<file path="src/rtl/pp_pwm_pkg.sv">
package pp_pwm_pkg;
  typedef enum logic {
    SIDE_A = 1'b0,
    SIDE_B = 1'b1
  } side_e;
endpackage

</file>
<file path="src/rtl/pp_pwm_timebase.sv">
module pp_pwm_timebase #(
  parameter int CNT_W = 8
) (
  input  logic             clk,
  input  logic             rst,
  input  logic             sync_in,
  input  logic [CNT_W-1:0] period_in,
  input  logic [CNT_W-1:0] dead_in,
  input  logic [CNT_W-1:0] duty_in,
  output logic [CNT_W-1:0] cnt_o,
  output logic [CNT_W-1:0] dead_o,
  output logic [CNT_W-1:0] duty_o,
  output logic             wrap_o
);
  logic [CNT_W-1:0] cnt_q, per_q, dead_q, duty_q;

  assign wrap_o = sync_in || (cnt_q == per_q);

  always_ff @(posedge clk) begin
    if (rst || wrap_o) begin
      cnt_q  <= '0;
      per_q  <= period_in;
      dead_q <= dead_in;
      duty_q <= duty_in;
    end else begin
      cnt_q <= cnt_q + 1'b1;
    end
  end

  assign cnt_o  = cnt_q;
  assign dead_o = dead_q;
  assign duty_o = duty_q;


  sync_restart_chk: assert property (@(posedge clk) disable iff (rst)
    sync_in |=> (cnt_q == '0));


  count_range_chk: assert property (@(posedge clk) disable iff (rst)
    cnt_q <= per_q);
endmodule

</file>
<file path="src/rtl/pp_pwm_latch.sv">
module pp_pwm_latch #(
  parameter int CNT_W = 8
) (
  input  logic             clk,
  input  logic             rst,
  input  logic [CNT_W-1:0] cnt_i,
  input  logic [CNT_W-1:0] dead_i,
  input  logic [CNT_W-1:0] duty_i,
  input  logic             wrap_i,
  input  logic             term_in,
  output logic             fire_o
);
  logic past_blank, in_window, ended, held_q;

  assign past_blank = cnt_i > dead_i;
  assign in_window  = past_blank && ((cnt_i - dead_i - 1'b1) < duty_i);
  assign ended      = past_blank && !in_window;

  always_ff @(posedge clk) begin
    if (rst)          held_q <= 1'b0;
    else if (term_in) held_q <= 1'b1;
    else if (wrap_i)  held_q <= 1'b0;
    else if (ended)   held_q <= 1'b1;
  end

  assign fire_o = in_window && !held_q && !term_in;


  latch_hold_chk: assert property (@(posedge clk) disable iff (rst)
    (held_q && !wrap_i) |=> held_q);


  zero_duty_chk: assert property (@(posedge clk) disable iff (rst)
    (duty_i == '0) |-> !fire_o);
endmodule

</file>
<file path="src/rtl/pp_pwm_steer.sv">
module pp_pwm_steer
  import pp_pwm_pkg::*;
#(
  parameter bit OFF_HIGH = 1'b0
) (
  input  logic clk,
  input  logic rst,
  input  logic wrap_i,
  input  logic fire_i,
  output logic out_a,
  output logic out_b
);
  localparam logic OFF_LVL = OFF_HIGH;

  side_e side_q;
  logic  act_a, act_b, drv_a, drv_b, out_a_q, out_b_q;

  always_ff @(posedge clk) begin
    if (rst)         side_q <= SIDE_A;
    else if (wrap_i) side_q <= (side_q == SIDE_A) ? SIDE_B : SIDE_A;
  end

  assign act_a = fire_i && (side_q == SIDE_A);
  assign act_b = fire_i && (side_q == SIDE_B);

  generate
    if (OFF_HIGH) begin : g_or_style
      assign drv_a = ~act_a;
      assign drv_b = ~act_b;
    end else begin : g_nor_style
      assign drv_a = act_a;
      assign drv_b = act_b;
    end
  endgenerate

  always_ff @(posedge clk) begin
    if (rst) begin
      out_a_q <= OFF_LVL;
      out_b_q <= OFF_LVL;
    end else begin
      out_a_q <= drv_a;
      out_b_q <= drv_b;
    end
  end

  assign out_a = out_a_q;
  assign out_b = out_b_q;


  exclusive_chk: assert property (@(posedge clk) disable iff (rst)
    !((out_a_q != OFF_LVL) && (out_b_q != OFF_LVL)));


  side_toggle_chk: assert property (@(posedge clk) disable iff (rst)
    wrap_i |=> (side_q != $past(side_q)));
endmodule

</file>
<file path="src/rtl/pp_pwm.sv">
module pp_pwm #(
  parameter int CNT_W    = 8,
  parameter bit OFF_HIGH = 1'b0
) (
  input  logic             clk,
  input  logic             rst,
  input  logic             sync_in,
  input  logic             term_in,
  input  logic [CNT_W-1:0] period_in,
  input  logic [CNT_W-1:0] dead_in,
  input  logic [CNT_W-1:0] duty_in,
  output logic             out_a,
  output logic             out_b
);
  localparam logic OFF_LVL = OFF_HIGH;

  logic [CNT_W-1:0] cnt, dead, duty;
  logic             wrap, fire;

  pp_pwm_timebase #(.CNT_W(CNT_W)) u_tb (
    .clk(clk), .rst(rst), .sync_in(sync_in),
    .period_in(period_in), .dead_in(dead_in), .duty_in(duty_in),
    .cnt_o(cnt), .dead_o(dead), .duty_o(duty), .wrap_o(wrap)
  );

  pp_pwm_latch #(.CNT_W(CNT_W)) u_latch (
    .clk(clk), .rst(rst), .cnt_i(cnt), .dead_i(dead), .duty_i(duty),
    .wrap_i(wrap), .term_in(term_in), .fire_o(fire)
  );

  pp_pwm_steer #(.OFF_HIGH(OFF_HIGH)) u_steer (
    .clk(clk), .rst(rst), .wrap_i(wrap), .fire_i(fire),
    .out_a(out_a), .out_b(out_b)
  );


  term_off_chk: assert property (@(posedge clk) disable iff (rst)
    term_in |=> ((out_a == OFF_LVL) && (out_b == OFF_LVL)));
endmodule

</file>
<file path="config.mk">
export PLATFORM = sky130hd
export DESIGN_NAME = pp_pwm
export DESIGN_NICKNAME = d
export VERILOG_FILES = /design/src/rtl/pp_pwm_pkg.sv /design/src/rtl/pp_pwm_timebase.sv /design/src/rtl/pp_pwm_latch.sv /design/src/rtl/pp_pwm_steer.sv /design/src/rtl/pp_pwm.sv
export SDC_FILE = /design/constraint.sdc
export NUM_CORES = 1
export LEC_CHECK = 0
export BUFFER_PORTS_ARGS = -buffer_cell sky130_fd_sc_hd__buf_2
export CAP_MARGIN = 10
export CORE_UTILIZATION = 45
export DETAILED_ROUTE_END_ITERATION = 8
export GPL_TIMING_DRIVEN = 0
export PLACE_DENSITY = 0.65
export SLEW_MARGIN = 20
export SYNTH_ARGS = -nofsm -noshare
export SYNTH_HDL_FRONTEND = slang
export SYNTH_SLANG_ARGS = --single-unit
</file>
<file path="constraint.sdc">
create_clock -name clk -period 2.6 [get_ports clk]
set_clock_uncertainty 0.2 [all_clocks]
set_input_delay 0.26 -clock clk [delete_from_list [all_inputs] [get_ports clk]]
set_output_delay 0.26 -clock clk [all_outputs]
set_load 0.05 [all_outputs]
</file>
Yosys cells after proc, flatten, opt, wreduce, memory -nomap -nowiden --
Index checks and enable logic that the tools add are counted.
Operators by class: add/sub/neg operators 3, order comparisons 2, equal/unequal tests 1, multiplexer cells 4, bitwise logic cells 1, reduce and logical (&&, ||, !) cells 12
Operator list (count):
- 8-bit by 1-bit adder with 8-bit output, second input constant | 1
- 8-bit == test | 1
- 8-bit > comparator | 1
- 8-bit < comparator | 1
- 8-bit by 1-bit subtractor with 8-bit output, second input constant | 1
- 8-bit subtractor | 1
- 1-bit logical AND | 6
- 1-bit 2-to-1 mux | 4
- 1-bit logical NOT | 3
- 3-bit nonzero test | 1
- 1-bit logical OR | 2
- 1-bit inverter | 1
Word-level totals: flip-flop bits (word level) 36, input port bits 28, output and inout port bits 2, word-level logic and storage cells 31

Logic depth before layout (Yosys ltp) --
Gate-level depths: netlist of run 1.
depth after elaboration 9, depth in mapped cells 14, depth with buffers taken out 14

Modules after synthesis --
From an unflattened synthesis of run 1, not the netlist that was laid out.
Unflattened totals: cell total of the unflattened synthesis 162, area total of the unflattened synthesis 1884.3 um^2
Modules (own cells, without submodules):
- pp_pwm_timebase | times used 1, cells an instance 73, area each 1179.9 um^2, seq. area each 880.8 um^2
- pp_pwm_latch | times used 1, cells an instance 82, area each 614.3 um^2, seq. area each 20.0 um^2
- pp_pwm_steer | times used 1, cells an instance 7, area each 90.1 um^2, seq. area each 60.1 um^2

Worst setup path after synthesis of run 1 --
OpenSTA, ideal clock, no wires.
path kind reg2reg, start register u_tb.cnt_q[0] (netlist: u_tb.cnt_o[0]), end register u_latch.held_q, setup time 118 ps, arrival time 2461 ps, data required time 2282 ps, setup slack -179 ps, stages on the path, launching flop included 14, path buffers 0, clock period less this slack 2779 ps, cells stage by stage dfxtp_1 ha_1 inv_1 fa_1 o21ai_0 a21o_1 a21oi_1 xnor2_1 ha_1 a21oi_1 o221ai_1 a21oi_1 nand2b_1 o2bb2ai_1
Between the ends: cells in the longest elaborated chain, start to end 7, elaborated cells on any way between the ends 12, classes of those cells 2 x add/sub; 2 x order compare; 1 x eq/ne; 2 x mux; 5 x reduce/logical
RTL lines:
- start, declared | RTL line pp_pwm_timebase.sv:15 | logic [CNT_W-1:0] cnt_q, per_q, dead_q, duty_q;
- start signal, assigned | RTL line pp_pwm_timebase.sv:26 | cnt_q <= cnt_q + 1'b1;
- 8-bit subtractor | RTL line pp_pwm_latch.sv:16 | assign in_window = past_blank && ((cnt_i - dead_i - 1'b1) < duty_i);
- 8-bit by 1-bit subtractor with 8-bit output | RTL line pp_pwm_latch.sv:16
- 8-bit < comparator | RTL line pp_pwm_latch.sv:16
- 1-bit logical AND | RTL line pp_pwm_latch.sv:16
- 1-bit logical NOT | RTL line pp_pwm_latch.sv:17 | assign ended = past_blank && !in_window;
- 1-bit logical AND | RTL line pp_pwm_latch.sv:17
- 3-bit nonzero test (no source line)
- end signal, assigned | RTL line pp_pwm_latch.sv:20 | if (rst) held_q <= 1'b0;
- end signal, assigned | RTL line pp_pwm_latch.sv:21 | else if (term_in) held_q <= 1'b1;
- end signal, assigned | RTL line pp_pwm_latch.sv:22 | else if (wrap_i) held_q <= 1'b0;
- end, declared | RTL line pp_pwm_latch.sv:13 | logic past_blank, in_window, ended, held_q;
Parallel ways exist; a longest one is shown, timed or not. A chain may end at the register's enable or synchronous reset.

Final worst setup path of run 1 --
start register u_tb.dead_q[0] (netlist: u_tb.dead_o[0]), end register u_latch.held_q
Between the ends: cells in the longest elaborated chain, start to end 7, elaborated cells on any way between the ends 8, classes of those cells 2 x add/sub; 2 x order compare; 4 x reduce/logical
RTL lines:
- start, declared | RTL line pp_pwm_timebase.sv:15
- start signal, assigned | RTL line pp_pwm_timebase.sv:23 | dead_q <= dead_in;
- 8-bit subtractor | RTL line pp_pwm_latch.sv:16
- 8-bit by 1-bit subtractor with 8-bit output | RTL line pp_pwm_latch.sv:16
- 8-bit < comparator | RTL line pp_pwm_latch.sv:16
- 1-bit logical AND | RTL line pp_pwm_latch.sv:16
- 1-bit logical NOT | RTL line pp_pwm_latch.sv:17
- 1-bit logical AND * | RTL line pp_pwm_latch.sv:17
- 3-bit nonzero test (no source line) *
Mark *: on every way between the ends. The rest lies on a longest branch, timed or not.

==> flow_summary.toml, run 1 <==
[status]
status = "complete, but fails checks"
violations = "negative setup slack"

[floorplanning]
die-width_microns = 66.2
dieArea_sq_mm = 0.00438
initial_core_util = 0.487
die_h_microns = 66.2
rows = 22
core_region_area_sq_mm = 0.00380
ioPinCount = 30

[global_routing]
grt_pass1_vias = 1403
grt_pass1_wl_mm = 5.87
antenna_found_initial = 0
grt.total_usage = 0.187
grt_overflow_total = 0
grt_max_degree = 33

[placement]
dp_hpwl_mm = 2.47
io_buffers = 29
place.gp.congestion = 0.818

[logic_synthesis]
synth_edf_count = 24
ys_seq_area_frac = 0.519
synth_fp_nets = 212
synth_cell_type_count = 31
ys_ff_latch = 36
syn_avg_cell_area_sq_um = 11.2
yosys.area.top_type = "edfxtp_1"
synth_ff_type = "edfxtp_1"
synthArstFlopShare = 0
yosysTopAreaCellShare = 0.389
yosysWarningCount = 0
synthTopCellsByArea = "edfxtp_1, dfxtp_1, ha_1"
syn_area_sq_mm = 0.00185
synth_cells = 166

[clocking]
cts_tree = "done"
clk_pin_slew_ns = 0.08
cts_buffers = 5
clkLatencyLatePin_ns = 0.29
h-tree-depth = 2
root_buffer = "clkbuf_8"
cts_max_path_buffers = 2
cts_sinks = 36

[power]
pwr-share-comb = 0.141
ir_drop_v = 0.000310
pwr-share-clk = 0.372
intPower_mw = 1.04
p_seq_frac = 0.487
power.switching_mw = 0.302
p_leak_nw = 1.13
p_sw_frac = 0.224
p_per_area_mw_per_mm2 = 526

[sta]
hold_viol_final = 0
hold_slack_ns = 0.00310
period_share = 1.07
timing.fmax_ghz = 0.360
worst_pin_slew_ns = 0.298
rsz0062_at_grt = "yes"
fin_ws_ns = -0.181
setup-violations-final = 3
max_slew_margin = 0.799
min_period_ns = 2.78
slew_viol_final = 0

[setup_path]
cp_max_fo = 2
startpoint_type = "register"
critical_path.cell_chain = "inv_1 > ha_2 > buf_4 > a21o_1 > a211oi_2 > nor2_2 > o41ai_2 > xnor2_1 > ha_1 > nand3_2 > o221ai_2 > a21oi_2 > nand2b_1 > o2bb2ai_1"
slowest_stage = "edfxtp_1"
crit_arrival_ns = 2.80
crit_buf_inv = 2
path_delay_family = "compound AO/OA/AOI/OAI gates"
worst-setup-path-type = "reg -> reg"
required_ns = 2.62
endpoint_kind = "register"
critPathMaxStageDelay_ns = 0.35

[route]
num_vias = 1394
first_pass_iters = 4
via_per_inst = 4.93
drt_wl_total_mm = 3.66
wl_per_cell_microns = 12.9
drc = 0
antenna_left = 0
drt_first_iter_violations = 44

[finish]
ff_latch_area_sq_um = 968
num-fill-cells = 306
num_antenna_cells = 0
layout.nets = 280
area_growth_syn_to_layout_pct = 38.2
fin_util = 0.674
drive_gt1_frac = 0.285
multi_input_area_sq_um = 860

[min_path]
hp-class = "in -> reg"

[job]
drv_cap = 0
==> cell usage after synthesis, drive strengths merged, types with 3 or more instances <==
library cell / count
dfxtp: 12
edfxtp: 24
a21oi: 8
inv: 24
nand4: 3
xor2: 8
nand2: 4
nor2: 18
nand3: 6
xnor2: 13
o21ai: 4
ha: 17
==> registers in the layout, summed over array words and instances, names as in the netlist <==
register,flops
u_tb.per_q,8
u_steer.out_b,1
u_latch.held_q,1
u_tb.cnt_o,8
u_tb.dead_o,8
u_tb.duty_o,8
u_steer.side_q,1
u_steer.out_a,1
==> cell type report <==
| cell class | instances | area share |
|---|---|---|
| multi-input combinational | 105 | 0.336 |
| tap | 48 | 0.0235 |
| timing repair buffer | 61 | 0.175 |
| inverter | 24 | 0.0352 |
| clock buffer | 8 | 0.0474 |
| buffer | 1 | 0.00440 |
| sequential | 36 | 0.378 |
==> repair_timing <==
action	CTS	global route
buffers inserted	3	5
gates cloned	0	0
pin swaps	12	6
endpoints found under the hold margin	25	0
setup endpoints to repair	3	3
resized for setup	12	6
hold buffers	25	0
==> cells in the final DEF, fill, tap and decap left out, types with 4 or more instances in the layout <==
cell           count
dlygate4sd3_1     25
xor2_1             8
nand2_1            4
buf_2             29
xnor2_1           13
buf_4              7
a21oi_1            4
ha_1              15
nor2_1            17
nand3_1            5
inv_1             22
dfxtp_1            8
clkbuf_8           7
edfxtp_1          24
==> routing by layer <==
| metal | GRT usage | share of wire | up-vias |
|---|---|---|---|
| met3 | 0.0517 | 0.033 | 7 |
| met5 | 0 | 0 | - |
| met2 | 0.333 | 0.51 | 26 |
| li1 | - | - | 711 |
| met1 | 0.209 | 0.44 | 650 |
| met4 | 0.0718 | 0.014 | 0 |
==> worst paths after layout <==
check | to | depth (start not counted) | start | slack (ns)
worst max-delay path | u_latch.held_q$_SDFFE_PP0P_ | 14 | u_tb.dead_o[0]$_DFFE_PP_ | -0.18
worst min-delay path | u_latch.held_q$_SDFFE_PP0P_ | 2 | term_in | 0.003
worst max register to register | u_latch.held_q$_SDFFE_PP0P_ | 14 | u_tb.dead_o[0]$_DFFE_PP_ | -0.18
worst min register to register | u_steer.out_a$_SDFF_PP0_ | 1 | u_steer.side_q$_SDFFE_PP0P_ | 0.22
==> per-stage QoR <==
step           setup TNS (ns)  worst slack [ns]  power, mW  instances  instance area (sq um)
2_1_floorplan        -0.00493          -0.00493      0.760        166                   1860
3_3_place_gp            -1.05            -0.354      0.800        243                   2060
3_5_place_dp            -1.17            -0.404      0.808        243                   2060
4_1_cts                -0.688            -0.231       1.35        279                   2510
5_1_grt                 -1.03            -0.359       1.40        283                   2560
6_report               -0.498            -0.181       1.35        283                   2560
==> logic make-up (layout without fill, tap and decap cells) <==
family | Yosys count | after routing | share of synthesized area
flip-flops | 36 | 36 | 0.519
buffers and inverters | 25 | 94 | 0.0547
XOR/XNOR | 21 | 21 | 0.0993
multiplexers | 1 | 1 | 0.00608
AND/OR/NAND/NOR | 41 | 41 | 0.105
AO/OA/AOI/OAI | 24 | 24 | 0.0905
adder cells (fa/ha/maj) | 18 | 18 | 0.126
==> power by group through the flow <==
| stage | combinational [mW] | clock (mW) | sequential (mW) |
|---|---|---|---|
| after global routing | 0.211 | 0.532 | 0.659 |
| after CTS | 0.183 | 0.512 | 0.657 |
| after floorplan | 0.0941 | 0 | 0.666 |
| after global placement | 0.131 | 0 | 0.669 |
| after detailed placement | 0.137 | 0 | 0.671 |
| final | 0.190 | 0.500 | 0.656 |
Power figures use the tool's default switching activity.
==> run 2: changes to the inputs <==
RECOVER_POWER = 100   (was unset)
==> run 2 against run 1 <==
The run still ends with negative setup slack left. Sequential share of layout area up 0.19 points. Clock-buffer cell count unchanged. Critical path depth did not move. Die area stayed put. Sequential power about the same. Core utilization decreased by 0.33 points. Critical endpoint unchanged.
==> flow_summary.toml, run 2 (synthesis results as in run 1) <==
[floorplanning]
ioPinCount = 30
dieArea_sq_mm = 0.00438
core_region_area_sq_mm = 0.00380
die-width_microns = 66.2
die_h_microns = 66.2
rows = 22
initial_core_util = 0.487

[setup_path]
endpoint_kind = "register"
crit_arrival_ns = 2.80
startpoint_type = "register"
cp_max_fo = 2
required_ns = 2.62
critPathMaxStageDelay_ns = 0.35
critical_path.cell_chain = "inv_1 > ha_2 > buf_4 > a21o_1 > a211oi_2 > nor2_2 > o41ai_2 > xnor2_1 > ha_1 > nand3_2 > o221ai_2 > a21oi_2 > nand2b_1 > o2bb2ai_1"
worst-setup-path-type = "reg -> reg"
crit_buf_inv = 2
slowest_stage = "edfxtp_1"
path_delay_family = "compound AO/OA/AOI/OAI gates"

[finish]
drive_gt1_frac = 0.272
fin_area_sq_mm = 0.00255
final_common_cell = "buf_2"
num_antenna_cells = 0
multi_input_area_sq_um = 860
layout_common_cells = "buf_2, dlygate4sd3_1, edfxtp_1"
area_growth_syn_to_layout_pct = 37.5
ff_latch_area_sq_um = 968
num-fill-cells = 307
layout.nets = 280

[power]
total_power_mw = 1.34
p_leak_nw = 1.11
ir_drop_v = 0.000310
p_per_area_mw_per_mm2 = 528

[clocking]
cts_tree = "done"
clkLatencyLatePin_ns = 0.29
cts_max_path_buffers = 2
h-tree-depth = 2
cts_buffers = 5
cts_sinks = 36
root_buffer = "clkbuf_8"
clk_pin_slew_ns = 0.08

[placement]
dp_hpwl_mm = 2.47
pre_cts_ws_ns = -0.404
post_dp_cell_area_sq_mm = 0.00206
io_buffers = 29
place.gp.congestion = 0.818

[global_routing]
grt.total_usage = 0.187
grt_overflow_total = 0
grt_max_degree = 33
antenna_found_initial = 0
grt_pass1_vias = 1403
grt_pass1_wl_mm = 5.87

[status]
violations = "negative setup slack"
status = "complete, but fails checks"

[sta]
max_slew_margin = 0.500
rsz0062_at_grt = "yes"
timing.fmax_ghz = 0.360
hold_viol_final = 0
setup-violations-final = 3
worst_pin_slew_ns = 0.749
slew_viol_final = 0
period_share = 1.07
fin_ws_ns = -0.177
min_period_ns = 2.78
hold_slack_ns = 0.00354

[route]
first_pass_iters = 4
wl_per_cell_microns = 12.9
antenna_left = 0
drc = 0
num_vias = 1394
drt_first_iter_violations = 34
via_per_inst = 4.93
drt_wl_total_mm = 3.66

[job]
drv_cap = 0

[min_path]
hp-class = "in -> reg"
run 2: cell count changes in the layout (fill, tap and decap cells not counted), sizes merged:
cell	change
buf	-4
clkbuf	+4
run 2: where the power goes:
group | switching, mW | total (mW) | internal [mW]
Combinational | 0.0876 | 0.188 | 0.100
Clock | 0.201 | 0.500 | 0.300
Sequential | 0.0130 | 0.656 | 0.643
Total | 0.301 | 1.34 | 1.04
run 2: final timing paths:
| kind | start | to | slack (ns) | cells after the start |
|---|---|---|---|---|
| max | u_tb.dead_o[0]$_DFFE_PP_ | u_latch.held_q$_SDFFE_PP0P_ | -0.18 | 14 |
| min | term_in | u_latch.held_q$_SDFFE_PP0P_ | 0.004 | 2 |
| max reg2reg | u_tb.dead_o[0]$_DFFE_PP_ | u_latch.held_q$_SDFFE_PP0P_ | -0.18 | 14 |
| min reg2reg | u_steer.side_q$_SDFFE_PP0P_ | u_steer.out_a$_SDFF_PP0_ | 0.22 | 1 |
run 2: metal layers:
layer,track usage,routed length (microns)
met1,0.209,1610
met2,0.333,1900
met3,0.0517,98
met4,0.0718,52
met5,0,0
run 2: timing repair:
action / 4_1_cts / 5_1_grt
hold buffers: 25 / 0
endpoints found under the hold margin: 25 / 0
pin swaps: 12 / 6
gates resized for setup: 12 / 6
setup buffers: 3 / 5
setup endpoints to repair: 3 / 3
run 2: layout make-up:
type / count / share of cell area
Sequential cell: 36 / 0.380
Multi-Input combinational cell: 105 / 0.338
Timing Repair Buffer: 61 / 0.173
Clock buffer: 8 / 0.0477
Inverter: 24 / 0.0354
Tap cell: 48 / 0.0236
Buffer: 1 / 0.00197
run 2: per-stage QoR:
step / cells / setup TNS [ns] / util
finish: 283 / -0.484 / 0.670
global route: 283 / -1.41 / 0.670
CTS: 279 / -0.688 / 0.660
detailed placement: 243 / -1.17 / 0.543
global placement: 243 / -1.05 / 0.543
floorplan: 166 / -0.00493 / -
==> run 3: changes to the inputs <==
CORE_UTILIZATION = 50   (was 45)
PLACE_DENSITY = 0.72   (was 0.65)
==> run 3 against run 2 <==
The flow still finishes with violations (negative setup slack). Combinational power barely moved. Sequential power about the same. Clock power is 20% lower. Critical path depth is the same. Worst setup slack got worse by 0.086 ns. Die area down 9.7%. First-iteration DRC count increased by 110%. Routed wire length shrank 2.4%. Power shrank 7.1%. Register-to-register slack worse by 0.09 ns. Cell area is 1.2% lower. Non-clock buffer count stayed put.
==> flow_summary.toml, run 3 (synthesis results as in run 1) <==
[route]
drc = 0
wl_per_cell_microns = 12.7
drt_wl_total_mm = 3.58
num_vias = 1378
via_per_inst = 4.90
antenna_left = 0
first_pass_iters = 4
drt_first_iter_violations = 72

[clocking]
root_buffer = "clkbuf_8"
clkLatencyLatePin_ns = 0.29
clk_pin_slew_ns = 0.07
cts_sinks = 36
cts_buffers = 5
h-tree-depth = 2
cts_tree = "done"
cts_max_path_buffers = 2

[setup_path]
crit_buf_inv = 2
critical_path.cell_chain = "inv_1 > ha_4 > inv_2 > fa_2 > o21ai_2 > a21o_1 > a21oi_2 > xnor2_1 > ha_1 > a21oi_2 > o221ai_2 > a21oi_2 > o211ai_1 > nor2_1"
worst-setup-path-type = "reg -> reg"
cp_common_cell = "a21oi_2"
startpoint_type = "register"
slowest_stage = "edfxtp_1"
path_delay_family = "compound AO/OA/AOI/OAI gates"
crit_arrival_ns = 2.89
endpoint_kind = "register"
r2r_slack_ns = -0.26
cp_max_fo = 2
critPathMaxStageDelay_ns = 0.40
required_ns = 2.63

[finish]
final_common_cell = "buf_2"
layout.nets = 280
num_antenna_cells = 0
layout_common_cells = "buf_2, dlygate4sd3_1, edfxtp_1"
area_growth_syn_to_layout_pct = 35.8
fin_area_sq_mm = 0.00251
multi_input_area_sq_um = 855
num-fill-cells = 235
fin_util = 0.731
ff_latch_area_sq_um = 966
drive_gt1_frac = 0.264

[floorplanning]
initial_core_util = 0.538
core_region_area_sq_mm = 0.00344
die-width_microns = 62.9
ioPinCount = 30
rows = 21
dieArea_sq_mm = 0.00395
die_h_microns = 62.9

[power]
pwr-share-clk = 0.322
ir_drop_v = 0.000398
intPower_mw = 0.960
power.switching_mw = 0.289
p_per_area_mw_per_mm2 = 497
p_sw_frac = 0.232
p_seq_frac = 0.527
total_power_mw = 1.25
p_leak_nw = 1.09
pwr-share-comb = 0.151

[status]
violations = "negative setup slack"
status = "complete, but fails checks"

[global_routing]
grt_max_degree = 33
antenna_found_initial = 0
grt.total_usage = 0.197
grt_pass1_vias = 1405
grt_pass1_wl_mm = 6.00
grt_overflow_total = 0

[min_path]
hp-class = "in -> reg"

[sta]
fin_ws_ns = -0.263
period_share = 1.10
min_period_ns = 2.86
worst_pin_slew_ns = 0.747
timing.fmax_ghz = 0.349
setup-violations-final = 3
slew_viol_final = 0
hold_viol_final = 0
rsz0062_at_grt = "yes"
max_slew_margin = 0.502

[placement]
post_dp_cell_area_sq_mm = 0.00206
io_buffers = 29
place.gp.congestion = 0.866
dp_hpwl_mm = 2.37
pre_cts_ws_ns = -0.357

[job]
drv_cap = 0
run 3: per-stage QoR:
step | std cells | hold WS, ns | TNS [ns]
floorplan | 166 | 0.132 | -0.00493
global placement | 241 | 0.201 | -0.763
detailed placement | 241 | 0.207 | -1.05
CTS | 278 | 0.00707 | -0.933
global route | 281 | 0.204 | -1.25
finish | 281 | 0.184 | -0.749
run 3: per-layer routing:
metal  vias up  global-route usage  routed length, microns
met4         0              0.0610                      53
met3         5              0.0547                     116
met5         -                   0                       0
li1        709                   -                       -
met1       630               0.229                    1610
met2        34               0.348                    1800
run 3: cell type report:
| class | instances | share of cell area |
|---|---|---|
| buffer | 1 | 0.00199 |
| clock buffer | 7 | 0.0343 |
| clock inverter | 1 | 0.00299 |
| inverter | 24 | 0.0358 |
| multi-input combinational | 105 | 0.340 |
| sequential | 36 | 0.384 |
| tap | 46 | 0.0229 |
| timing repair buffer | 61 | 0.178 |
run 3: what timing repair did:
item	CTS	global route
hold buffers	25	1
gates cloned	0	0
gates resized for setup	7	9
pin swaps	10	11
endpoints found under the hold margin	25	1
setup buffers	4	2
endpoints found under the setup margin	3	3
run 3: worst min-delay path, delay by kind of cell:
kind            cells  cell delay, ns
compound gates      2            0.18
buf+inv             2            0.11
simple gates        1            0.07
run 3: path summary, 6_finish.rpt:
check                                                 start                     endpoint  depth (start not counted)
worst max-delay path               u_tb.dead_o[0]$_DFFE_PP_     u_steer.out_b$_SDFF_PP0_                         14
worst max register to register     u_tb.dead_o[0]$_DFFE_PP_     u_steer.out_b$_SDFF_PP0_                         14
worst min-delay path                                sync_in  u_latch.held_q$_SDFFE_PP0P_                          5
worst min register to register  u_steer.side_q$_SDFFE_PP0P_     u_steer.out_a$_SDFF_PP0_                          1
run 3: power by group through the flow:
stage | sequential [mW] | combinational, mW | clock (mW)
finish | 0.658 | 0.189 | 0.402
global route | 0.661 | 0.209 | 0.442
CTS | 0.657 | 0.173 | 0.413
floorplan | 0.666 | 0.0941 | 0
global placement | 0.669 | 0.128 | 0
detailed placement | 0.671 | 0.137 | 0
